==> config.mk <==
export PLATFORM = sky130hd
export DESIGN_NAME = mux_bus_seq
export DESIGN_NICKNAME = d
export VERILOG_FILES = /design/src/rtl/mbs_pkg.sv /design/src/rtl/mbs_rst_filter.sv /design/src/rtl/mbs_cycle_fsm.sv /design/src/rtl/mbs_pin_drive.sv /design/src/rtl/mux_bus_seq.sv
export SDC_FILE = /design/constraint.sdc
export NUM_CORES = 1
export LEC_CHECK = 0
export ABC_AREA = 1
export BUFFER_PORTS_ARGS = -buffer_cell sky130_fd_sc_hd__buf_2
export CORE_ASPECT_RATIO = 1.4
export CORE_MARGIN = 2
export CORE_UTILIZATION = 30
export DETAILED_ROUTE_END_ITERATION = 6
export GPL_TIMING_DRIVEN = 0
export PLACE_DENSITY = 0.65
export SKIP_LAST_GASP = 1
export SYNTH_ARGS = -nofsm -noshare
export SYNTH_HDL_FRONTEND = slang
export SYNTH_SLANG_ARGS = --single-unit
==> constraint.sdc <==
create_clock -name clk -period 3.55 [get_ports clk]
set_input_delay 0.1775 -clock clk [delete_from_list [all_inputs] [get_ports clk]]
set_output_delay 0.1775 -clock clk [all_outputs]
set_load 0.01 [all_outputs]
==> src/rtl/mbs_pkg.sv <==
package mbs_pkg;

    localparam int ADDR_W = 20;
    localparam int DATA_W = 8;
    localparam int TOP_W  = 4;
    localparam int MID_W  = ADDR_W - DATA_W - TOP_W;
    localparam int SEG_W  = 2;
    localparam int OFS_W  = 16;

    typedef enum logic [2:0] {
        ST_IDLE = 3'd0,
        ST_T1   = 3'd1,
        ST_T2   = 3'd2,
        ST_T3   = 3'd3,
        ST_TW   = 3'd4,
        ST_T4   = 3'd5,
        ST_HOLD = 3'd6
    } bus_st_e;

    typedef struct packed {
        logic              wr;
        logic              io;
        logic [SEG_W-1:0]  seg;
        logic [ADDR_W-1:0] addr;
        logic [DATA_W-1:0] wdata;
    } bus_req_t;

    typedef struct packed {
        logic              ale;
        logic              io_m;
        logic              rd_n;
        logic              wr_n;
        logic              dt_r;
        logic              den_n;
        logic              ad_oe;
        logic              hlda;
        logic [DATA_W-1:0] ad;
        logic [MID_W-1:0]  mid;
        logic [TOP_W-1:0]  top;
    } pin_set_t;

    function automatic pin_set_t idle_pins();
        pin_set_t p;
        p       = '0;
        p.rd_n  = 1'b1;
        p.wr_n  = 1'b1;
        p.den_n = 1'b1;
        p.dt_r  = 1'b1;
        return p;
    endfunction

    function automatic logic [ADDR_W-1:0] phys_addr(input logic [OFS_W-1:0] seg,
                                                    input logic [OFS_W-1:0] off);
        logic [ADDR_W-1:0] base;
        base = ADDR_W'(seg) << 4;
        return base + ADDR_W'(off);
    endfunction

    function automatic logic in_cycle(input bus_st_e st);
        return (st == ST_T1) || (st == ST_T2) || (st == ST_T3) ||
               (st == ST_TW) || (st == ST_T4);
    endfunction

    function automatic logic in_strobe(input bus_st_e st);
        return (st == ST_T2) || (st == ST_T3) || (st == ST_TW);
    endfunction

    function automatic logic [TOP_W-1:0] status_bits(input logic [SEG_W-1:0] seg);
        return {{(TOP_W-SEG_W){1'b0}}, seg};
    endfunction

endpackage

==> src/rtl/mbs_rst_filter.sv <==
module mbs_rst_filter #(
    parameter int RST_MIN = 4
) (
    input  logic clk,
    input  logic rst_pin,
    output logic rst_act
);
    localparam int CW = $clog2(RST_MIN + 1);
    localparam logic [CW-1:0] LAST = CW'(RST_MIN - 1);

    logic [CW-1:0] cnt;

    always_ff @(posedge clk) begin
        if (!rst_pin) begin
            cnt     <= '0;
            rst_act <= 1'b0;
        end else begin
            if (cnt != LAST)
                cnt <= cnt + 1'b1;
            if (cnt == LAST)
                rst_act <= 1'b1;
        end
    end
endmodule

==> src/rtl/mbs_cycle_fsm.sv <==
module mbs_cycle_fsm
    import mbs_pkg::*;
(
    input  logic              clk,
    input  logic              rst_act,
    input  logic              hold_in,
    input  logic              ready_in,
    input  logic              req_valid,
    input  bus_req_t          req_in,
    input  logic [DATA_W-1:0] ad_in,
    output bus_st_e           state,
    output bus_req_t          cur,
    output logic [DATA_W-1:0] rdata,
    output logic              req_ready
);
    bus_st_e nxt;
    logic    xfer_end;

    assign req_ready = (state == ST_IDLE) && !hold_in && !rst_act;
    assign xfer_end  = ((state == ST_T3) || (state == ST_TW)) && ready_in;

    always_comb begin
        nxt = state;
        unique case (state)
            ST_IDLE: begin
                if (hold_in)
                    nxt = ST_HOLD;
                else if (req_valid)
                    nxt = ST_T1;
            end
            ST_T1:   nxt = ST_T2;
            ST_T2:   nxt = ST_T3;
            ST_T3,
            ST_TW:   nxt = ready_in ? ST_T4 : ST_TW;
            ST_T4:   nxt = hold_in ? ST_HOLD : ST_IDLE;
            ST_HOLD: nxt = hold_in ? ST_HOLD : ST_IDLE;
            default: nxt = ST_IDLE;
        endcase
    end

    always_ff @(posedge clk) begin
        if (rst_act) begin
            state <= ST_IDLE;
            cur   <= '0;
            rdata <= '0;
        end else begin
            state <= nxt;
            if (req_ready && req_valid)
                cur <= req_in;
            if (xfer_end && !cur.wr)
                rdata <= ad_in;
        end
    end
endmodule

==> src/rtl/mbs_pin_drive.sv <==
module mbs_pin_drive
    import mbs_pkg::*;
(
    input  logic     rst_act,
    input  bus_st_e  state,
    input  bus_req_t cur,
    output pin_set_t pins
);
    always_comb begin
        pins = idle_pins();
        if (!rst_act) begin
            if (in_cycle(state)) begin
                pins.io_m = cur.io;
                pins.dt_r = cur.wr;
                pins.mid  = cur.addr[DATA_W +: MID_W];
                pins.top  = status_bits(cur.seg);
                if (cur.wr) begin
                    pins.ad    = cur.wdata;
                    pins.ad_oe = 1'b1;
                end
            end
            if (state == ST_T1) begin
                pins.ale   = 1'b1;
                pins.ad    = cur.addr[DATA_W-1:0];
                pins.ad_oe = 1'b1;
                pins.top   = cur.addr[ADDR_W-1 -: TOP_W];
            end
            if (in_strobe(state)) begin
                pins.rd_n  = cur.wr;
                pins.wr_n  = !cur.wr;
                pins.den_n = 1'b0;
            end
            if (state == ST_HOLD)
                pins.hlda = 1'b1;
        end
    end
endmodule

==> src/rtl/mux_bus_seq.sv <==
module mux_bus_seq
    import mbs_pkg::*;
#(
    parameter int           RST_MIN  = 4,
    parameter logic [15:0]  RESET_CS = 16'hFFFF,
    parameter logic [15:0]  RESET_IP = 16'h0000
) (
    input  logic              clk,
    input  logic              rst,
    input  logic              hold_in,
    input  logic              ready_in,
    input  logic              req_valid,
    input  logic              req_write,
    input  logic              req_io,
    input  logic [SEG_W-1:0]  req_seg,
    input  logic [ADDR_W-1:0] req_addr,
    input  logic [DATA_W-1:0] req_wdata,
    input  logic [DATA_W-1:0] ad_in,
    output logic              req_ready,
    output logic              done,
    output logic [DATA_W-1:0] rdata,
    output logic [ADDR_W-1:0] boot_addr,
    output logic              ale,
    output logic              io_m,
    output logic              rd_n,
    output logic              wr_n,
    output logic              dt_r,
    output logic              den_n,
    output logic              hlda,
    output logic [DATA_W-1:0] ad_out,
    output logic              ad_oe,
    output logic [MID_W-1:0]  a_mid,
    output logic [TOP_W-1:0]  a_top
);
    logic     rst_act;
    bus_st_e  state;
    bus_req_t req_in;
    bus_req_t cur;
    pin_set_t pins;

    assign req_in = '{wr: req_write, io: req_io, seg: req_seg,
                      addr: req_addr, wdata: req_wdata};

    mbs_rst_filter #(.RST_MIN(RST_MIN)) u_rst (
        .clk     (clk),
        .rst_pin (rst),
        .rst_act (rst_act)
    );

    mbs_cycle_fsm u_fsm (
        .clk       (clk),
        .rst_act   (rst_act),
        .hold_in   (hold_in),
        .ready_in  (ready_in),
        .req_valid (req_valid),
        .req_in    (req_in),
        .ad_in     (ad_in),
        .state     (state),
        .cur       (cur),
        .rdata     (rdata),
        .req_ready (req_ready)
    );

    mbs_pin_drive u_pins (
        .rst_act (rst_act),
        .state   (state),
        .cur     (cur),
        .pins    (pins)
    );

    assign done      = (state == ST_T4) && !rst_act;
    assign boot_addr = phys_addr(RESET_CS, RESET_IP);
    assign ale       = pins.ale;
    assign io_m      = pins.io_m;
    assign rd_n      = pins.rd_n;
    assign wr_n      = pins.wr_n;
    assign dt_r      = pins.dt_r;
    assign den_n     = pins.den_n;
    assign hlda      = pins.hlda;
    assign ad_out    = pins.ad;
    assign ad_oe     = pins.ad_oe;
    assign a_mid     = pins.mid;
    assign a_top     = pins.top;
endmodule

==> run metrics <==
placed cells 599; Die Height about 110 µm; Final Slew Violations 0; sequential-to-total area share from yosys stat 35.72%; Final Skew 3.305 ps; gpl congestion about 0.85; Clock transition at path regs roughly 60 ps; P_leak about 2.0 nW; initial core utilization between 30% and 40%; relative slew slack between 60 and 70%; maximum VDD drop roughly 0.36 mV; number of CTS-inserted buffers 5; hold endpoint u_fsm.cur[6]; top cell type's share of synthesized area between 30% and 40%; delay-heaviest family, CP simple AND/OR/NAND/NOR gates; post-DP HPWL between 5 and 6 mm; Worst-Margin Slew about 500 ps; WL/cell 11.20 µm; Hold Crit Start req_wdata[6]; RSZ-0062 raised after global routing no; Filler cells between 900 and 1000; status completed; hold-critical path depth 3; Layout Cells excl Fill just over 600; DR pass1 iterations 4; final WL between 6 and 7 mm; Worst path max stage delay approximately 420 ps; worst r2r dst u_fsm.cur[4]; clock latency on the worst-skew pair between 200 and 300 ps; Post-synth ARST share 0%; Post-Syn Area 0.002634 mm²; vias in the first global route around 2500; Yosys reg bits 47; Fin. Hold Viols 0; 1st-iter DRT viols 74; Die Wd just over 80 µm; startpoint class of the critical path register; Crit. End Element output pin; fmax between 500 and 600 MHz; cell count after synthesis between 300 and 400; Synth Flop Type dfxtp_1; post-synthesis cell type count 31; Worst R2R Start u_fsm.state[0]; r2r setup slk 2220 ps; top-count cell post-synth nand2_1; minimum clock period 1921 ps; Post-synth EDFFs 0; Clock Tree Root clkbuf_16; hold crit path type in -> reg; global-route usage over all layers 14.77%; final period utilization a little over half; post-synth top area cell dfxtp_1; Cell Rows 40; detailed-route via count between 2000 and 3000; critical path type reg -> out; setup TNS 0 ps; Antenna Nets Post-Route 0; vias per inst 4.320; ratio of cells with drive above 1 in the final layout between 20% and 30%; endpoints failing setup 0; setup repair bufs after CTS 0; synth cell count leaders 127 x nand2_1, 56 x inv_1, 47 x dfxtp_1; Overflow after GRT 0; Top cell by count, worst path nand2_1; post_cts resized 0; pwr dens slightly below 800 mW/mm²; crit path buf inv count 2; WP data required approximately 3400 ps; die footprint 0.009556 mm²; Max FO, Critical Path 9; clk sinks 47; Crit-path slowest cell dfxtp_1; H-tree Lvls 2; ranking of synthesized cells by area dfxtp_1 36%, nand2_1 18%, inv_1 8.0%; total of max-cap violations 0; initial antenna violation count 0; num ports 103; Cell Chain, Critical Path inv_1, nand2_1, nand2_1, nand3_2, nand2_2, o21ai_0, buf_2; Port Buffers 81; final routed DRC violation total 0; largest net degree at the start of global routing 14; Post-CTS Hold Buffers 0; Max Buffers Root-to-Sink 2; Ys Warns 0; first-pass GRT wire length 11.36 mm; Worst R2R Path Depth 7; Syn Area/Cell 6.668 µm²; CTS tree done; Layout area overhead 28.17%; final net count 548; arrival time worst endpoint ~1700 ps; ANT cells 0; core area 0.008558 mm²
[through the flow]
step	total power [mW]	cell area, µm²	hold WS [ps]	utilization, %	worst slack [ps]
detailed placement	2.186	3238	379.8	37.84	1931
global placement	2.154	3238	374.6	37.84	1974
global route	2.878	3376	85.31	39.44	1477
floorplan	1.782	2701	282.0	-	2211
CTS	2.660	3376	73.08	39.44	1600
finish	2.625	3376	80.07	39.44	1629
[report_power, final]
part / switching, mW / internal [mW]
Sequential: 0.110 / 0.766
Clock: 0.200 / 0.261
Combinational: 0.785 / 0.504
Total: 1.09 / 1.53
[layer usage]
metal  vias up  global-route usage [%]  wire (µm)
met3         5                   3.302        399
met1      1168                   17.20       2864
met2        74                   26.24       3424
li1       1375                       -          -
met4         0                   6.120        110
met5         -                       0          0
[placed cells by master (no fill, tap or decap), types with 2 or more instances in the layout]
master       n
inv_2        3
clkbuf_1     8
o21ai_0     23
o21ai_1      6
conb_1      20
nand4_1      9
buf_8        2
nor2_2       2
buf_4       21
a21oi_1      4
inv_1       56
nand3_1     10
buf_6        2
nand2_1    127
dfxtp_1     47
nand2_2      7
ha_1         2
clkbuf_16    5
buf_2       87
o21bai_1    16
nor2_1      32
nor2_8       2
[layout make-up]
class	instances	area, µm²	share of cell area, %
Buffer	39	286.5	8.488
Clock buffer	7	132.6	3.929
Clock inverter	1	5.005	0.1483
Inverter	59	221.5	6.560
Multi-Input combinational cell	268	1252	37.10
Sequential cell	47	940.9	27.87
Tap cell	105	131.4	3.892
Timing Repair Buffer	81	405.4	12.01
[tightest hold or removal path: cells and delay by family]
| family | cells | cell delay (ps) |
|---|---|---|
| buf+inv | 1 | 70 |
| simple gates | 2 | 90 |
[registers in the layout, summed over array words and instances (netlist names)]
signal         cells
u_rst.cnt          3
u_fsm.rdata        8
u_rst.rst_act      1
u_fsm.state        3
u_fsm.cur         32
[how the worst max path moves through the flow]
stage                         from        end  cells past startpoint
floorplan           u_fsm.state[0]   a_top[0]                      6
CTS                 u_fsm.state[0]  ad_out[5]                      7
global placement    u_fsm.state[0]  ad_out[5]                      7
detailed placement  u_fsm.state[0]  ad_out[5]                      7
finish              u_fsm.state[0]  ad_out[5]                      7
global route        u_fsm.state[1]  ad_out[6]                      7
[logic make-up after synthesis]
group | count (synthesis) | share of synthesized area [%]
simple gates | 194 | 32.07
buf+inv | 98 | 19.29
compound gates | 51 | 11.35
flops | 47 | 35.72
fa+ha+maj | 2 | 0.9500
other cells | 2 | 0.2851
xor+xnor | 1 | 0.3326
(Power assumes the default switching activity.)
